File: src/rtl/gpio_bank_pkg.sv
package gpio_bank_pkg;
  localparam int unsigned WORD_W = 32;

  typedef enum logic [2:0] {
    REG_LEVEL = 3'd0,
    REG_DIR   = 3'd1,
    REG_SET   = 3'd2,
    REG_CLR   = 3'd3,
    REG_RISE  = 3'd4,
    REG_FALL  = 3'd5,
    REG_STAT  = 3'd6
  } regKind_t;

  // Strobes from address decode to the datapath.
  typedef struct packed {
    logic     hit;
    logic     wr;
    logic [2:0] bank;
    regKind_t kind;
  } busStrobe_t;
endpackage

File: src/rtl/gpio_bank_decode.sv
module gpio_bank_decode
  import gpio_bank_pkg::*;
#(
  parameter int unsigned ADDR_W    = 10,
  parameter int unsigned NUM_BANKS = 4
) (
  input  logic              busValid,
  input  logic              busWrite,
  input  logic [ADDR_W-1:0] busAddr,
  output busStrobe_t        strobe
);
  localparam int unsigned TYPE_STRIDE = 12;
  localparam int unsigned NUM_KINDS   = 7;
  localparam logic [31:0] HIGH_BASE   = 32'h100;
  localparam logic [31:0] ADDR_LIMIT  = 32'h200;
  localparam int unsigned LOW_BANKS   = 3;

  logic [31:0] addrU, offU, kindU, slotU, bankU;
  logic        upper;

  always_comb begin
    addrU = 32'(busAddr);
    upper = addrU >= HIGH_BASE;
    offU  = upper ? addrU - HIGH_BASE : addrU;
    kindU = offU / TYPE_STRIDE;
    slotU = (offU % TYPE_STRIDE) / 4;
    bankU = slotU + (upper ? 32'(LOW_BANKS) : 32'd0);
    strobe.hit  = busValid && (addrU < ADDR_LIMIT) && (offU[1:0] == 2'b00)
                  && (kindU < NUM_KINDS) && (bankU < NUM_BANKS);
    strobe.wr   = busWrite;
    strobe.bank = bankU[2:0];
    strobe.kind = regKind_t'(kindU[2:0]);
  end
endmodule

File: src/rtl/gpio_bank_datapath.sv
module gpio_bank_datapath
  import gpio_bank_pkg::*;
#(
  parameter int unsigned NUM_PINS  = 100,
  parameter int unsigned NUM_BANKS = 4
) (
  input  logic                clk,
  input  logic                rstN,
  input  busStrobe_t          strobe,
  input  logic [WORD_W-1:0]   busWdata,
  input  logic [NUM_PINS-1:0] pinIn,
  output logic [WORD_W-1:0]   busRdata,
  output logic [NUM_PINS-1:0] padOut,
  output logic [NUM_PINS-1:0] padOe,
  output logic [NUM_PINS-1:0] levelSync,
  output logic [NUM_PINS-1:0] edgeStat
);
  localparam int unsigned PAD_W = NUM_BANKS * WORD_W;

  logic [NUM_PINS-1:0] syncA, syncB, prevB;
  logic [NUM_PINS-1:0] dirQ, outQ, riseQ, fallQ, statQ;
  logic [NUM_PINS-1:0] bankWrMask, wdataSpread, wrBits, edgeNow;
  logic                isDir, isSet, isClr, isRise, isFall, isStat;

  // Spread the bus word across the pins of the addressed bank.
  for (genvar i = 0; i < NUM_PINS; i++) begin : g_pin
    assign bankWrMask[i]  = strobe.hit && strobe.wr && (strobe.bank == 3'(i / WORD_W));
    assign wdataSpread[i] = busWdata[i % WORD_W];
  end

  assign wrBits = bankWrMask & wdataSpread;
  assign isDir  = strobe.kind == REG_DIR;
  assign isSet  = strobe.kind == REG_SET;
  assign isClr  = strobe.kind == REG_CLR;
  assign isRise = strobe.kind == REG_RISE;
  assign isFall = strobe.kind == REG_FALL;
  assign isStat = strobe.kind == REG_STAT;

  assign edgeNow = (riseQ & syncB & ~prevB) | (fallQ & ~syncB & prevB);

  always_ff @(posedge clk or negedge rstN) begin
    if (!rstN) begin
      syncA <= '0;
      syncB <= '0;
      prevB <= '0;
      dirQ  <= '0;
      outQ  <= '0;
      riseQ <= '0;
      fallQ <= '0;
      statQ <= '0;
    end else begin
      syncA <= pinIn;
      syncB <= syncA;
      prevB <= syncB;
      if (isDir)  dirQ  <= (dirQ  & ~bankWrMask) | (wdataSpread & bankWrMask);
      if (isRise) riseQ <= (riseQ & ~bankWrMask) | (wdataSpread & bankWrMask);
      if (isFall) fallQ <= (fallQ & ~bankWrMask) | (wdataSpread & bankWrMask);
      if (isSet)  outQ  <= outQ | wrBits;
      else if (isClr) outQ <= outQ & ~wrBits;
      // A fresh edge wins over a clearing write in the same cycle.
      statQ <= (statQ & ~(isStat ? wrBits : '0)) | edgeNow;
    end
  end

  // Zero-extended copies, so words of a short last bank read zero on missing bits.
  logic [PAD_W-1:0] lvlPad, dirPad, risePad, fallPad, statPad;
  assign lvlPad  = PAD_W'(syncB);
  assign dirPad  = PAD_W'(dirQ);
  assign risePad = PAD_W'(riseQ);
  assign fallPad = PAD_W'(fallQ);
  assign statPad = PAD_W'(statQ);

  always_comb begin
    busRdata = '0;
    if (strobe.hit && !strobe.wr) begin
      for (int b = 0; b < int'(NUM_BANKS); b++) begin
        if (strobe.bank == 3'(b)) begin
          case (strobe.kind)
            REG_LEVEL: busRdata = lvlPad[b*WORD_W +: WORD_W];
            REG_DIR:   busRdata = dirPad[b*WORD_W +: WORD_W];
            REG_RISE:  busRdata = risePad[b*WORD_W +: WORD_W];
            REG_FALL:  busRdata = fallPad[b*WORD_W +: WORD_W];
            REG_STAT:  busRdata = statPad[b*WORD_W +: WORD_W];
            default:   busRdata = '0;
          endcase
        end
      end
    end
  end

  assign padOut    = outQ;
  assign padOe     = dirQ;
  assign levelSync = syncB;
  assign edgeStat  = statQ;
endmodule

File: src/rtl/gpio_bank_irq.sv
module gpio_bank_irq #(
  parameter int unsigned NUM_PINS = 100
) (
  input  logic [NUM_PINS-1:0] edgeStat,
  output logic                irqPin0,
  output logic                irqPin1,
  output logic                irqShared
);
  assign irqPin0   = edgeStat[0];
  assign irqPin1   = edgeStat[1];
  assign irqShared = |edgeStat[NUM_PINS-1:2];
endmodule

File: src/rtl/gpio_bank_ctrl.sv
module gpio_bank_ctrl
  import gpio_bank_pkg::*;
#(
  parameter int unsigned ADDR_W   = 10,
  parameter int unsigned NUM_PINS = 100
) (
  input  logic                clk,
  input  logic                rstN,
  input  logic                busValid,
  input  logic                busWrite,
  input  logic [ADDR_W-1:0]   busAddr,
  input  logic [31:0]         busWdata,
  output logic [31:0]         busRdata,
  input  logic [NUM_PINS-1:0] pinIn,
  output logic [NUM_PINS-1:0] padOut,
  output logic [NUM_PINS-1:0] padOe,
  output logic                irqPin0,
  output logic                irqPin1,
  output logic                irqShared
);
  localparam int unsigned NUM_BANKS = (NUM_PINS + WORD_W - 1) / WORD_W;

  busStrobe_t          strobe;
  logic [NUM_PINS-1:0] levelSync;
  logic [NUM_PINS-1:0] edgeStat;

  gpio_bank_decode #(.ADDR_W(ADDR_W), .NUM_BANKS(NUM_BANKS)) decode_i (
    .busValid(busValid), .busWrite(busWrite), .busAddr(busAddr), .strobe(strobe)
  );

  gpio_bank_datapath #(.NUM_PINS(NUM_PINS), .NUM_BANKS(NUM_BANKS)) data_i (
    .clk(clk), .rstN(rstN), .strobe(strobe), .busWdata(busWdata), .pinIn(pinIn),
    .busRdata(busRdata), .padOut(padOut), .padOe(padOe),
    .levelSync(levelSync), .edgeStat(edgeStat)
  );

  gpio_bank_irq #(.NUM_PINS(NUM_PINS)) irq_i (
    .edgeStat(edgeStat), .irqPin0(irqPin0), .irqPin1(irqPin1), .irqShared(irqShared)
  );
endmodule

File: config.mk
export PLATFORM = sky130hd
export DESIGN_NAME = gpio_bank_ctrl
export DESIGN_NICKNAME = d
export VERILOG_FILES = /design/src/rtl/gpio_bank_pkg.sv /design/src/rtl/gpio_bank_decode.sv /design/src/rtl/gpio_bank_datapath.sv /design/src/rtl/gpio_bank_irq.sv /design/src/rtl/gpio_bank_ctrl.sv
export SDC_FILE = /design/constraint.sdc
export NUM_CORES = 1
export LEC_CHECK = 0
export ABC_AREA = 1
export BUFFER_PORTS_ARGS = -buffer_cell sky130_fd_sc_hd__buf_2
export CORE_UTILIZATION = 60
export DETAILED_ROUTE_END_ITERATION = 7
export GPL_TIMING_DRIVEN = 0
export PLACE_DENSITY = 0.82
export SYNTH_ARGS = -nofsm -noshare
export SYNTH_HDL_FRONTEND = slang
export SYNTH_SLANG_ARGS = --single-unit
File: constraint.sdc
create_clock -name clk -period 13.19 [get_ports clk]
set_clock_uncertainty 0.05 [all_clocks]
set_input_delay 2.638 -clock clk [delete_from_list [all_inputs] [get_ports clk]]
set_output_delay 2.638 -clock clk [all_outputs]
set_load 0.05 [all_outputs]
======== Word level (Yosys, flattened, before mapping) ========
Cells that the tools add are included.
word-level totals
  logic and storage cells ................. 76
  output and inout port bits .............. 235
  flip-flop bits (word level) ............. 800
cells by class
  divide/modulo/power cells ............... 2
  order comparisons ....................... 4
  bitwise gates (word level) .............. 21
  add/subtract/negate cells ............... 2
  eq/ne operators ......................... 9
  reductions and logical operators ........ 16
  muxes and demuxes ....................... 14
operators by type and width
  kind                                                         number
  AND 100 bit                                                  10
  bitwise OR 100 bit                                           6
  NOT 100 bit                                                  5
  one-hot mux 32 bit (5 select lines)                          3
  2-to-1 mux 100 bit                                           3
  2-to-1 mux 32 bit                                            6
  OR reduction 98 bit                                          1
  less-than comparator 32 x 3 -> 1 bit, second input constant  2
  adder 30 x 32 -> 32 bit                                      1
  divider 32 x 4 -> 32 bit, second input constant              1
  remainder unit 32 x 4 -> 32 bit, second input constant       1
  one-hot mux 4 bit (5 select lines)                           1
  == test 3 x 2 -> 1 bit, second input constant                4
  subtractor 10 x 9 -> 11 bit, second input constant           1
  >= comparator 10 x 9 -> 1 bit, second input constant         1
  logical AND 1 bit                                            10
  less-than comparator 10 bit, second input constant           1
  == test 3 bit, second input constant                         3
  == test 3 x 1 -> 1 bit, second input constant                2
  logical NOT 3 bit                                            2
  logical NOT 2 bit                                            1
  2-to-1 mux 2 bit                                             1
  nonzero test 2 bit                                           1
  logical NOT 1 bit                                            1

======== Longest topological paths before layout ========
Gate-level depths: netlist of run 1.
  depth in word-level cells ............... 13
  gate-level depth with buffers ........... 43
  mapped depth without buffers ............ 40

======== Cells and area by module ========
A second synthesis of run 1 with hierarchy kept.
second synthesis, totals
  cell total of the unflattened synthesis .. 3554
  area, all modules ....................... 32366.0 um^2
by module, submodules not included
  module              instances  cells each  area each (um^2)  sequential area each (um^2)
  gpio_bank_datapath  1          3354        31411.4           20019.2
  gpio_bank_decode    1          103         575.6             0.0
  gpio_bank_irq       1          97          379.1             0.0

======== Least setup slack after synthesis of run 1 ========
No wires, ideal clock.
  path kind ............................... input-to-output
  from .................................... input port busAddr[9]
  to ...................................... output port busRdata[28]
  cell stages on the path ................. 43
  data required time ...................... 10.502 ns
  arrival time ............................ 7.796 ns
  path buffers ............................ 4
  setup slack ............................. 2.706 ns
  cell sequence ........................... inv_1 ha_1 nand3_1 nor2_1 nand2_2 nand2_4 nand2_1 nand2_2 nand2_1 nand2_1 nand2_1 nand2_1 o21ai_2 nand2_2 clkinv_1 nor2_1 inv_1 nand3_2 (+7 left out) buf_2 buf_2 xor2_1 inv_1 ha_1 fa_1 clkinv_1 nor2_1 inv_1 clkbuf_1 a21oi_1 nand2_1 inv_1 nand4_1 nand2_1 nor2_1 nand2_1 nor2_1
between the ends
  word-level cells in the longest chain between the ends .. 10
  elaborated cells on any way between the ends .. 33
RTL lines
  element                                                                  RTL line                  source
  start, declared                                                          gpio_bank_ctrl.sv:11      input logic [ADDR_W-1:0] busAddr,
  branches (longest 9 deep; another with remainder unit 32 x 4 -> 32 bit)  -
  2-to-1 mux 32 bit *                                                      gpio_bank_datapath.sv:75  if (strobe.hit && !strobe.wr) begin
  end, declared                                                            gpio_bank_ctrl.sv:13      output logic [31:0] busRdata,
Every way passes the cells marked *.

======== Final worst setup path of run 1 ========
  from .................................... input port busAddr[9]
  to ...................................... output port busRdata[30]
Same word-level chain as after synthesis.

==> results.tsv, run 1 <==
metric	value	unit
required	10500	ps
synthAdderAreaFrac	0.172	%
io_pins	381	
antenna_found_initial	6	
post-cts-setup-buffers	0	
nFillCells	4163	
crit_path_end_kind	output port	
rsz0062_at_grt	false	
ctsHtreeMaxLevel	3	
seqCellArea	20000	um^2
dp_cells	4907	
synth_xor_xnor_area_share	0.0261	%
cts_tree	built	
hpwl	86800	um
design.core.area	55200	um^2
syn_to_final_growth	17.5	%
fin_cells	5061	
yosys.area.top_type	dfrtp_1	
rows	86	
yosysSeqAreaShare	59.7	%
drv_cap	0	
fmax	78.7	MHz
finalNetCount	4393	
gp_congestion	1.01	
synth_edf_count	0	
synthArstFlopShare	100	%
drcViolationCount	0	
synth_top_area_share	59.7	%
hp-class	reg2reg	
vias_per_cell	6.19	
portBuffers	376	
finalMaxSlewViolations	0	
ys.flop_type	dfrtp_1	
path_clk_slew	60	ps
cts_buffers	82	
syn_avg_cell_area	8.88	um^2
crit_fanout	10	
grt_pass1_wl	186000	um
outcome	complete, no violations	
die_area	56800	um^2
setup_violations	0	
dr.pass1.iters	7	
ys_warn_count	0	
multi_input_area	11500	um^2
hold-worst-slack	291	ps
relSlewSlack	2.03	%
synth_top_family_by_area	simple AND/OR/NAND/NOR gates	
syn-num-nets	3924	
ctsHoldBuffers	0	
clk_latency	640	ps
wl	127000	um
worstSetupPathType	in2out	
cts.sinks	800	
tightest_slew	1470	ps
cts_resized	0	
netlist_area	33500	um^2
die_x	238	um
synth-simple-area-share	23.0	%
chipHeight	238	um
r2r_slack	12150	ps
slowest_stage	clkbuf_1	
max-vdd-ir-drop	0.122	mV
netlist_top_cells_area	dfrtp_1, nand2_1, nand3_1	
grt.total_usage	45.4	%
antenna_left	0	
path_common_cell	nand2_1	
wl_per_cell	25.2	um
hold_violations	0	
drt-initial-drc-count	4512	
grt_pass1_vias	29900	
overflow	0	
muxShareOfSynthArea	0	%
synth_cell_types	42	
vias	31300	
cp_slowest_stage_delay	660	ps
critPathLaunchType	primary input	
powerDensity	150	nW/um^2
post-route-min-period	12700	ps
grt_max_degree	130	
power.leakage	18.9	nW
start_util	60.7	%
synth_cells	3774	
synth_compound_area_share	11.1	%
fin_crit_sh	96.3	%
cts-root-buf	clkbuf_16	
ys_seq_elements	800	
drive_gt1_share	15.2	%
worstPathArrival	10010	ps
cts_buffer_depth	3	
==> where the power goes <==
part	switching [W]	internal, W	leakage, nW	total [W]
Sequential	0.0000406	0.00251	9.96	0.00255
Combinational	0.000733	0.000194	7.51	0.000927
Clock	0.00101	0.00142	1.38	0.00243
Total	0.00178	0.00412	18.9	0.00590
==> critical path: cells and delay by family <==
kind            cells  cell delay, ps
compound gates      4             430
xor+xnor            1             180
fa+ha+maj           3             860
buf+inv            14            3050
simple gates       21            2860
==> placed cells by master (no fill, tap or decap), types with 33 or more instances in the layout <==
master / n
dfrtp_1: 800
o21ai_2: 33
nor2_1: 308
o211ai_1: 43
clkbuf_16: 85
o221ai_1: 46
a21oi_1: 41
clkbuf_1: 133
o21ai_0: 205
nand4_1: 52
o21ai_1: 256
nand3_1: 312
buf_2: 407
nand2_1: 1117
inv_1: 268
==> metal layers <==
metal | global-route usage (%) | routed length (um) | up-vias
li1 | - | - | 13300
met3 | 16.3 | 19200 | 595
met2 | 65.5 | 54200 | 2629
met4 | 28.3 | 9150 | 6
met1 | 58.5 | 44800 | 14800
met5 | 0 | 31 | -
==> per-stage QoR <==
stage | util (%) | instance area [um^2] | TNS, ps | total power [W] | setup slack, ps
2_1_floorplan | - | 33500 | 0 | 0.00302 | 2710
3_3_place_gp | 65.8 | 36300 | -5578550 | 0.00343 | -7090
3_5_place_dp | 66.2 | 36600 | 0 | 0.00344 | 943
4_1_cts | 71.3 | 39400 | 0 | 0.00583 | 873
5_1_grt | 71.3 | 39400 | 0 | 0.00603 | 107
6_report | 71.4 | 39400 | 0 | 0.00590 | 487
==> cell families (layout without fill, tap and decap cells) <==
family	after synthesis	count (layout)
buf+inv	472	1007
compound gates	645	645
flops	800	800
other cells	0	4
fa+ha+maj	4	4
xor+xnor	1	1
simple gates	1852	1852
==> worst paths after layout <==
| path | start | end | cells after the start |
|---|---|---|---|
| max in group asynchronous | rstN | async pin | 3 |
| min | data_i.syncA[42]$_DFF_PN0_ | data_i.levelSync[42]$_DFF_PN0_ | 0 |
| max | busAddr[9] | busRdata[30] | 43 |
| min in group asynchronous | rstN | async pin | 1 |
| min reg2reg | data_i.syncA[42]$_DFF_PN0_ | data_i.levelSync[42]$_DFF_PN0_ | 0 |
| max reg2reg | data_i.levelSync[97]$_DFF_PN0_ | data_i.edgeStat[97]$_DFF_PN0_ | 4 |
==> Yosys cell counts, drive strengths merged, types with 2 or more instances <==
cell	count
dfrtp	800
nand4	52
nand3	316
inv	278
nor4	27
nand2	1133
ha	3
o31ai	2
o21ai	494
a21oi	43
o2111ai	2
o211ai	43
clkbuf	118
a31oi	3
nor2	313
and3	3
o311ai	9
buf	72
nor3	5
o221ai	46
clkinv	4
==> area by class of cell <==
cell class	count	share of cell area, %
Antenna cell	4	0.0254
Buffer	190	2.47
Clock buffer	123	6.35
Clock inverter	27	0.826
Inverter	282	2.69
Multi-Input combinational cell	2502	29.1
Sequential cell	800	50.8
Tap cell	748	2.38
Timing Repair Buffer	385	5.33
Note: power is estimated with default switching activity, not from simulation.
==> run 2, diff against run 1 <==
--- a/config.mk
+++ b/config.mk
@@ -5,7 +5,6 @@
 export SDC_FILE = /design/constraint.sdc
 export NUM_CORES = 1
 export LEC_CHECK = 0
-export ABC_AREA = 1
 export BUFFER_PORTS_ARGS = -buffer_cell sky130_fd_sc_hd__buf_2
 export CORE_UTILIZATION = 60
 export DETAILED_ROUTE_END_ITERATION = 7
==> run 2 against run 1 <==
Via count shrank 16%. Sequential share of layout area up 1.2 points. Hold slack improved by 2.9 ps. Flip-flop and latch count unchanged. Synthesized cell count is 32% lower. First-iteration DRC count fell by 25%. Non-clock buffer count is 2 higher. Maximum frequency shrank 2.6%. Power is 5.4% lower. Clock power fell by 7%. Critical path depth down 17. Core utilization grew 0.074 points.
==> results.tsv, run 2 <==
metric	value	unit
critPathLaunchType	primary input	
hpwl	77700	um
relSlewSlack	18.2	%
drv_cap	0	
ys_warn_count	0	
setup_tns	0	ps
drive_gt1_share	30.1	%
outcome	complete, no violations	
antenna_left	0	
finalMaxSlewViolations	0	
power.leakage	17.7	nW
syn_avg_cell_area	12.7	um^2
yosysSeqAreaShare	61.0	%
crit_fanout	10	
vias	26200	
hold-worst-slack	294	ps
yosysMostFrequentCell	dfrtp_1	
chipHeight	236	um
antenna_found_initial	4	
overflow	0	
final_common_cell	dfrtp_1	
cts.sinks	800	
netlist_top_cells_area	dfrtp_1, mux2_2, mux2_1	
path_common_cell	buf_2	
gp_congestion	0.981	
fin_cells	3807	
cts_buffers	78	
grt_max_degree	126	
finalNetCount	3198	
portBuffers	378	
ys_top_cells_by_count	dfrtp_1, mux2_2, nand2_1	
crit_path_end_kind	output port	
mostFrequentLayoutCells	dfrtp_1, buf_2, mux2_2	
clk_latency	640	ps
drcViolationCount	0	
tightest_slew	1230	ps
synth_top_area_share	61.0	%
worstSetupPathType	in2out	
die_area	55600	um^2
setup_slack	150	ps
drt-initial-drc-count	3377	
r2r_slack	12180	ps
dr.pass1.iters	8	
synth_cells	2583	
syn_to_final_growth	17.3	%
start_util	60.9	%
netlist_area	32800	um^2
rsz0062_at_grt	false	
finalPower	0.00558	W
worst-path-buf-inv	9	
grt_pass1_wl	166000	um
fmax	76.7	MHz
hold_violations	0	
setup_violations	0	
worstPathArrival	10350	ps
grt_pass1_vias	26500	
synth_cell_types	70	
wl_per_cell	29.4	um
rows	85	
wl	112000	um
io_pins	381	
dp_slack	-800	ps
ctsHoldBuffers	0	
cp_slowest_stage_delay	730	ps
post-route-min-period	13040	ps
path_clk_slew	60	ps
cts_tree	built	
slowest_stage	nor4_1	
synth_edf_count	0	
yosys.area.top_type	dfrtp_1	
fin_crit_sh	98.9	%
cp_top_family	simple AND/OR/NAND/NOR gates	
ys_seq_elements	800	
required	10500	ps
ys.flop_type	dfrtp_1	
ctsHtreeMaxLevel	3	
cts_buffer_depth	3	
die_x	236	um
hp-class	reg2reg	
syn-num-nets	2733	
powerDensity	145	nW/um^2
design.core.area	53900	um^2
synthArstFlopShare	100	%
cts-root-buf	clkbuf_16	
max-vdd-ir-drop	0.130	mV
vias_per_cell	6.87	
dp_cells	3664	
grt.total_usage	40.3	%
[run 2: cell types whose count changed after synthesis, moves of 37 or more]
| cell | delta |
|---|---|
| o221ai_1 | -45 |
| inv_1 | -259 |
| nand3b_1 | +103 |
| mux2_1 | +92 |
| mux2_2 | +336 |
| a221oi_1 | +97 |
| nand3_1 | -133 |
| nand2_1 | -912 |
| o21ai_1 | -256 |
| o21ai_0 | -99 |
| o211ai_1 | +62 |
| a21oi_1 | +37 |
| nor2_1 | -280 |
| nand4_1 | -43 |
[run 2: path summary, 6_finish.rpt]
path | from | cells past startpoint | to
min reg2reg | data_i.syncA[82]$_DFF_PN0_ | 0 | data_i.levelSync[82]$_DFF_PN0_
max reg2reg | data_i.edgeStat[78]$_DFF_PN0_ | 2 | data_i.edgeStat[78]$_DFF_PN0_
min | data_i.syncA[82]$_DFF_PN0_ | 0 | data_i.levelSync[82]$_DFF_PN0_
max | busAddr[8] | 26 | busRdata[31]
max in group asynchronous | rstN | 5 | data_i.syncA[6]$_DFF_PN0_
min in group asynchronous | rstN | 1 | data_i.levelSync[55]$_DFF_PN0_
[run 2: per-stage QoR]
step	util, %	instance area [um^2]
floorplan	-	32800
CTS	71.3	38400
detailed placement	66.4	35800
global route	71.4	38500
finish	71.4	38500
global placement	66.0	35600
[run 2: cells by family (layout without fill, tap and decap cells)]
family	after synthesis	in the layout	share of synthesized area (%)
and+or+nand+nor	638	638	10.2
other	0	4	0
adders and majority gates	4	4	0.175
DFF	800	800	61.0
AOI/OAI and AO/OA	500	500	10.9
buffers and inverters	202	726	2.69
muxes	431	431	14.8
xor gates and xnor gates	8	8	0.213
[run 2: power by group]
| part | switching (W) | internal, W |
|---|---|---|
| registers | 0.0000421 | 0.00251 |
| logic | 0.000551 | 0.000236 |
| clock network | 0.000954 | 0.00129 |
| total | 0.00155 | 0.00404 |
[run 2: worst register-to-register path: cells and delay by family, from the launching register on]
kind           cells  cell delay (ps)
AO/OA/AOI/OAI      2              320
flip-flops         1              550
[run 2: per-layer routing]
metal	share of wire [%]	track usage (%)
met5	0.037	0
met4	7.3	27.0
met3	12	12.4
met2	44	58.9
met1	36	52.2
[run 2: what timing repair did]
action | in CTS | in global routing
setup endpoints to repair | 31 | 31
buffers inserted | 2 | 0
endpoints found under the hold margin | 0 | 0
pin swaps | 1 | 1
gates resized for setup | 14 | 23
cloned | 0 | 0
[run 2: layout make-up]
class,count,area [um^2]
clock inverters,28,313
plain buffers,190,845
repair buffers,387,2110
inverters,10,37.5
flip-flops and latches,800,20000
clock buffers,111,2260
well taps,696,871
diodes,4,10.0
fillers,3661,15400
multi-input cells,1581,12100
